## src/rtl/pwm_pkg.sv

```systemverilog
package pwm_pkg;
  localparam logic [3:0] MODE_PWM = 4'b1100;

  typedef enum logic [1:0] {
    ADDR_PERIOD  = 2'd0,
    ADDR_DUTY_HI = 2'd1,
    ADDR_MODE    = 2'd2,
    ADDR_TIMER   = 2'd3
  } reg_addr_e;

  localparam int unsigned PSC_W = 4;

  function automatic logic [PSC_W-1:0] psc_limit(input logic [1:0] sel);
    case (sel)
      2'd0:    return PSC_W'(0);
      2'd1:    return PSC_W'(3);
      default: return PSC_W'(15);
    endcase
  endfunction
endpackage

```

## src/rtl/pwm_regs.sv

```systemverilog
module pwm_regs
  import pwm_pkg::*;
#(
  parameter int unsigned CNT_W  = 8,
  parameter int unsigned FRAC_W = 2,
  localparam int unsigned DUTY_W = CNT_W + FRAC_W
) (
  input  logic              clk_i,
  input  logic              rst_ni,
  input  logic              wr_en_i,
  input  logic [1:0]        wr_addr_i,
  input  logic [CNT_W-1:0]  wr_data_i,
  output logic [CNT_W-1:0]  period_sh_o,
  output logic [DUTY_W-1:0] duty_sh_o,
  output logic [1:0]        psc_sel_o,
  output logic              run_o
);
  logic [CNT_W-1:0]  period_q;
  logic [CNT_W-1:0]  duty_hi_q;
  logic [FRAC_W-1:0] duty_lo_q;
  logic [3:0]        mode_q;
  logic              tmr_on_q;
  logic [1:0]        psc_sel_q;

  always_ff @(posedge clk_i or negedge rst_ni) begin
    if (!rst_ni) begin
      period_q  <= '0;
      duty_hi_q <= '0;
      duty_lo_q <= '0;
      mode_q    <= '0;
      tmr_on_q  <= 1'b0;
      psc_sel_q <= '0;
    end else if (wr_en_i) begin
      case (reg_addr_e'(wr_addr_i))
        ADDR_PERIOD:  period_q  <= wr_data_i;
        ADDR_DUTY_HI: duty_hi_q <= wr_data_i;
        ADDR_MODE: begin
          mode_q    <= wr_data_i[3:0];
          duty_lo_q <= wr_data_i[4 +: FRAC_W];
        end
        ADDR_TIMER: begin
          psc_sel_q <= wr_data_i[1:0];
          tmr_on_q  <= wr_data_i[2];
        end
        default: ;
      endcase
    end
  end

  assign period_sh_o = period_q;
  assign duty_sh_o   = {duty_hi_q, duty_lo_q};
  assign psc_sel_o   = psc_sel_q;
  assign run_o       = tmr_on_q && (mode_q == MODE_PWM);
endmodule

```

## src/rtl/pwm_prescaler.sv

```systemverilog
module pwm_prescaler
  import pwm_pkg::*;
(
  input  logic       clk_i,
  input  logic       rst_ni,
  input  logic       run_i,
  input  logic [1:0] psc_sel_i,
  output logic       tick_o
);
  logic [PSC_W-1:0] cnt_q;
  logic             hit;

  // >= so a shrinking divider never runs past its limit
  assign hit    = cnt_q >= psc_limit(psc_sel_i);
  assign tick_o = run_i && hit;

  always_ff @(posedge clk_i or negedge rst_ni) begin
    if (!rst_ni)      cnt_q <= '0;
    else if (!run_i)  cnt_q <= '0;
    else if (hit)     cnt_q <= '0;
    else              cnt_q <= cnt_q + 1'b1;
  end
endmodule

```

## src/rtl/pwm_timebase.sv

```systemverilog
module pwm_timebase #(
  parameter int unsigned CNT_W  = 8,
  parameter int unsigned FRAC_W = 2,
  localparam int unsigned DUTY_W = CNT_W + FRAC_W
) (
  input  logic              clk_i,
  input  logic              rst_ni,
  input  logic              run_i,
  input  logic              tick_i,
  input  logic [CNT_W-1:0]  period_sh_i,
  output logic [CNT_W-1:0]  period_act_o,
  output logic [DUTY_W-1:0] ext_cnt_o,
  output logic              wrap_o
);
  logic [DUTY_W-1:0] ext_q;
  logic [CNT_W-1:0]  per_q;
  logic              at_end;

  assign at_end = ext_q == {per_q, {FRAC_W{1'b1}}};
  assign wrap_o = run_i && tick_i && at_end;

  always_ff @(posedge clk_i or negedge rst_ni) begin
    if (!rst_ni) begin
      ext_q <= '0;
      per_q <= '0;
    end else if (!run_i) begin
      ext_q <= '0;
      per_q <= period_sh_i;
    end else if (tick_i) begin
      if (at_end) begin
        ext_q <= '0;
        per_q <= period_sh_i;
      end else begin
        ext_q <= ext_q + 1'b1;
      end
    end
  end

  assign period_act_o = per_q;
  assign ext_cnt_o    = ext_q;
endmodule

```

## src/rtl/pwm_duty_cmp.sv

```systemverilog
module pwm_duty_cmp #(
  parameter int unsigned DUTY_W = 10
) (
  input  logic              clk_i,
  input  logic              rst_ni,
  input  logic              run_i,
  input  logic              wrap_i,
  input  logic [DUTY_W-1:0] duty_sh_i,
  input  logic [DUTY_W-1:0] ext_cnt_i,
  output logic [DUTY_W-1:0] duty_act_o,
  output logic              pwm_o,
  output logic              restart_o
);
  logic [DUTY_W-1:0] duty_q;
  logic              run_d_q;
  logic              wrap_d_q;
  logic              pwm_q;
  logic              restart_q;

  always_ff @(posedge clk_i or negedge rst_ni) begin
    if (!rst_ni) begin
      duty_q    <= '0;
      run_d_q   <= 1'b0;
      wrap_d_q  <= 1'b0;
      pwm_q     <= 1'b0;
      restart_q <= 1'b0;
    end else begin
      if (!run_i || wrap_i) duty_q <= duty_sh_i;
      run_d_q   <= run_i;
      wrap_d_q  <= wrap_i;
      // count never exceeds 4*(period+1)-1, so large duty saturates high
      pwm_q     <= run_i && (ext_cnt_i < duty_q);
      restart_q <= run_i && (wrap_d_q || !run_d_q);
    end
  end

  assign duty_act_o = duty_q;
  assign pwm_o      = pwm_q;
  assign restart_o  = restart_q;
endmodule

```

## src/rtl/pwm_timer_gen.sv

```systemverilog
module pwm_timer_gen #(
  parameter int unsigned CNT_W  = 8,
  parameter int unsigned FRAC_W = 2,
  localparam int unsigned DUTY_W = CNT_W + FRAC_W
) (
  input  logic             clk_i,
  input  logic             rst_ni,
  input  logic             wr_en_i,
  input  logic [1:0]       wr_addr_i,
  input  logic [CNT_W-1:0] wr_data_i,
  output logic             pwm_o,
  output logic             restart_o
);
  logic [CNT_W-1:0]  period_sh;
  logic [CNT_W-1:0]  period_act;
  logic [DUTY_W-1:0] duty_sh;
  logic [DUTY_W-1:0] duty_act;
  logic [DUTY_W-1:0] ext_cnt;
  logic [1:0]        psc_sel;
  logic              run;
  logic              tick;
  logic              wrap;

  pwm_regs #(.CNT_W(CNT_W), .FRAC_W(FRAC_W)) i_regs (
    .clk_i, .rst_ni, .wr_en_i, .wr_addr_i, .wr_data_i,
    .period_sh_o(period_sh), .duty_sh_o(duty_sh),
    .psc_sel_o(psc_sel), .run_o(run)
  );

  pwm_prescaler i_psc (
    .clk_i, .rst_ni, .run_i(run), .psc_sel_i(psc_sel), .tick_o(tick)
  );

  pwm_timebase #(.CNT_W(CNT_W), .FRAC_W(FRAC_W)) i_tb (
    .clk_i, .rst_ni, .run_i(run), .tick_i(tick),
    .period_sh_i(period_sh), .period_act_o(period_act),
    .ext_cnt_o(ext_cnt), .wrap_o(wrap)
  );

  pwm_duty_cmp #(.DUTY_W(DUTY_W)) i_cmp (
    .clk_i, .rst_ni, .run_i(run), .wrap_i(wrap),
    .duty_sh_i(duty_sh), .ext_cnt_i(ext_cnt),
    .duty_act_o(duty_act), .pwm_o, .restart_o
  );
endmodule

```

## config.mk

```make
export PLATFORM = sky130hd
export DESIGN_NAME = pwm_timer_gen
export DESIGN_NICKNAME = d
export VERILOG_FILES = /design/src/rtl/pwm_pkg.sv /design/src/rtl/pwm_regs.sv /design/src/rtl/pwm_prescaler.sv /design/src/rtl/pwm_timebase.sv /design/src/rtl/pwm_duty_cmp.sv /design/src/rtl/pwm_timer_gen.sv
export SDC_FILE = /design/constraint.sdc
export NUM_CORES = 1
export LEC_CHECK = 0
export BUFFER_PORTS_ARGS = -buffer_cell sky130_fd_sc_hd__buf_4
export CORE_UTILIZATION = 63
export CTS_BUF_LIST = sky130_fd_sc_hd__clkbuf_4
export DETAILED_ROUTE_END_ITERATION = 10
export HOLD_SLACK_MARGIN = 0.08
export PLACE_DENSITY = 0.82
export RECOVER_POWER = 25
export SLEW_MARGIN = 30
export SYNTH_ARGS = -nofsm -noshare
export SYNTH_HDL_FRONTEND = slang
export SYNTH_SLANG_ARGS = --single-unit
export TNS_END_PERCENT = 10
```

## constraint.sdc

```tcl
create_clock -name clk_i -period 5.1 [get_ports clk_i]
set_input_delay 0.765 -clock clk_i [delete_from_list [all_inputs] [get_ports clk_i]]
set_output_delay 0.765 -clock clk_i [all_outputs]
set_load 0.05 [all_outputs]
```

==> flow_summary.ini <==
[cells_and_area]
ff_latch_area_um2 = 1526
synthToLayoutAreaGrowth_pct = 10.70
layout_commonest_cell = dfrtp_1
multi_input_area_um2 = 1318
fin_nets = 275
final_cell_mix = dfrtp_1, mux2_2, mux2_4, inv_1, ha_1
insertedDiodeCount = 0
n_fill_cell = 290
drive_above_1_share_pct = 31.08
final_util_pct = 73.61

[clocking]
cts.htree.levels = 3
numCtsBuffers = 9
clk_latency_ns = 0.40
clockBufferDepth = 2
ctsHoldBuffers = 0
clk_pin_slew_ns = 0.10
cts_tree = built
post_cts_buffers = 0
cts-root-buf = clkbuf_4
cts_num_sinks = 61
post_cts_resized = 0

[critical_path]
end_kind = asynchronous set/reset pin
crit_chain = clkbuf_1
start_kind = input pin
cp_top_family = buffers and inverters
slowest_delay_ns = 2.15
critPathKind = in2async
arrival_ns = 2.94
cpMaxStageDelayCell = clkbuf_1
path_max_fanout = 61
required_ns = 4.93
crit_buf_inv = 1

[timing]
fin_tns_setup_ns = 0
finClkSkew_ns = 0.01488
tightest_slew_ns = 3.093
drv_slew = 62
finalCritPeriodShare_pct = 61.09
hold_ws_ns = 0.4224
hold_viol = 0
rsz0062_at_grt = no
setup_viol = 0
period_needed_ns = 3.116
max_slew_margin_pct = -106.2
fmax_mhz = 320.9

[outcome]
violations = capacitance limit, slew limit
status = finished with violations

[placed_design]
io_buffer_count = 14
dp_hpwl_um = 3575
gp_congestion = 0.7828

[synth]
syn_avg_cell_area_um2 = 12.99
synth_cells = 226
synth-edff-count = 0
synth.net_count = 254
ys_types = 36
yosysWarnings = 0
synthFlopType = dfrtp_1
synth.area.top_cells = dfrtp_1, mux2_2, mux2_4
ys_seq_area_share_pct = 52.00
synth-seq-cells = 61
synth_top_area_share_pct = 52.00
synth_async_sr_flop_share_pct = 100.0
yosys.area.top_type = dfrtp_1
netlist_area_um2 = 2935

[floorplan]
start_util_pct = 66.50
die_x_um = 70.26
ios = 15
core_area_um2 = 4414
fp.dieH_um = 70.26
std_cell_rows = 24
die_area_um2 = 4936

[global_routing]
grt.overflow.total = 0
grt_pass1_vias = 1821
grtUsageTotal_pct = 23.47
antenna_found_initial = 0
grt_pass1_wl_um = 8742
grt_max_degree = 62

[min_path]
hp-class = reg2reg

[pwr]
p_leak_nw = 1.576
total_power_mw = 1.207
peakVddDrop_v = 0.0002556
p_per_area_nw_per_um2 = 371.3

[drt]
wl_per_cell_um = 16.48
drc = 0
num_vias = 1728
drt-vias-per-instance = 5.703
ant_nets = 0
drtIter0Drc = 141
firstDrtPassIters = 5
wl_um = 4994

[flow_run]
drv_cap = 1
-- logic make-up (layout without fill, tap and decap cells) --
group	Yosys count	count (layout)	share of synthesized area (%)
adder cells (fa/ha/maj)	15	15	6.394
AO/OA/AOI/OAI	26	26	6.181
multiplexers	44	44	19.05
flip-flops	61	61	52.00
AND/OR/NAND/NOR	47	47	9.378
buffers and inverters	20	45	3.111
XOR/XNOR	13	13	3.879
-- final cells by class --
cell class / instances / share of cell area, %
clock buffer: 10 / 2.310
tap: 52 / 2.002
inverter: 15 / 1.733
timing repair buffer: 15 / 3.350
clock inverter: 5 / 3.080
multi-input combinational: 145 / 40.55
sequential: 61 / 46.98
-- state kept, by name, summed over array words and instances, names as in the netlist, 2 cells and up --
| register | flops |
|---|---|
| i_regs.mode_q | 4 |
| i_regs.period_sh_o | 8 |
| i_regs.duty_hi_q | 8 |
| i_cmp.duty_act_o | 10 |
| i_regs.duty_lo_q | 2 |
| i_tb.ext_cnt_o | 10 |
| i_tb.period_act_o | 8 |
| i_psc.cnt_q | 4 |
| i_regs.psc_sel_o | 2 |
-- cells in the mapped netlist (all sizes together), types with 4 or more instances --
master / number
dfrtp: 61
mux2: 44
ha: 15
inv: 15
xnor2: 12
a21oi: 8
nand3: 7
nor2: 7
and3: 6
nand2: 6
a22o: 4
and2: 4
-- routing by layer --
| layer | routed length [um] | GRT usage (%) | up-vias | part of all wire (%) |
|---|---|---|---|---|
| met3 | 126 | 5.628 | 8 | 2.5 |
| met2 | 2382 | 35.56 | 27 | 48 |
| met4 | 91 | 10.67 | 0 | 1.8 |
| li1 | - | - | 842 | - |
| met1 | 2394 | 32.12 | 851 | 48 |
| met5 | 0 | 0 | - | 0 |
-- through the flow --
stage	instance area [um2]	setup slack, ns	std cells
global placement	3078	2.690	288
detailed placement	3078	2.591	288
finish	3249	1.984	303
global route	3249	1.295	303
CTS	3253	2.561	303
floorplan	2935	3.036	226
-- power by group --
group,leakage [nW],switching [mW],internal [mW],total [mW]
sequential,0.760,0.0452,0.554,0.600
combinational,0.720,0.0759,0.109,0.185
clock,0.0962,0.172,0.250,0.422
-- worst paths after layout --
check,startpoint,to,slack (ns),cells past startpoint
max,rst_ni,i_regs.duty_hi_q[3],1.98,1
min,i_cmp.run_d_q,i_cmp.restart_o,0.42,1
min reg2reg,i_cmp.run_d_q,i_cmp.restart_o,0.42,1
max in group clk_i,i_regs.psc_sel_o[1],i_tb.ext_cnt_o[0],2.54,8
max reg2reg,i_regs.psc_sel_o[1],i_tb.ext_cnt_o[0],2.54,8
min in group asynchronous,rst_ni,i_tb.ext_cnt_o[6],1.38,1
Power figures use the tool's default switching activity.
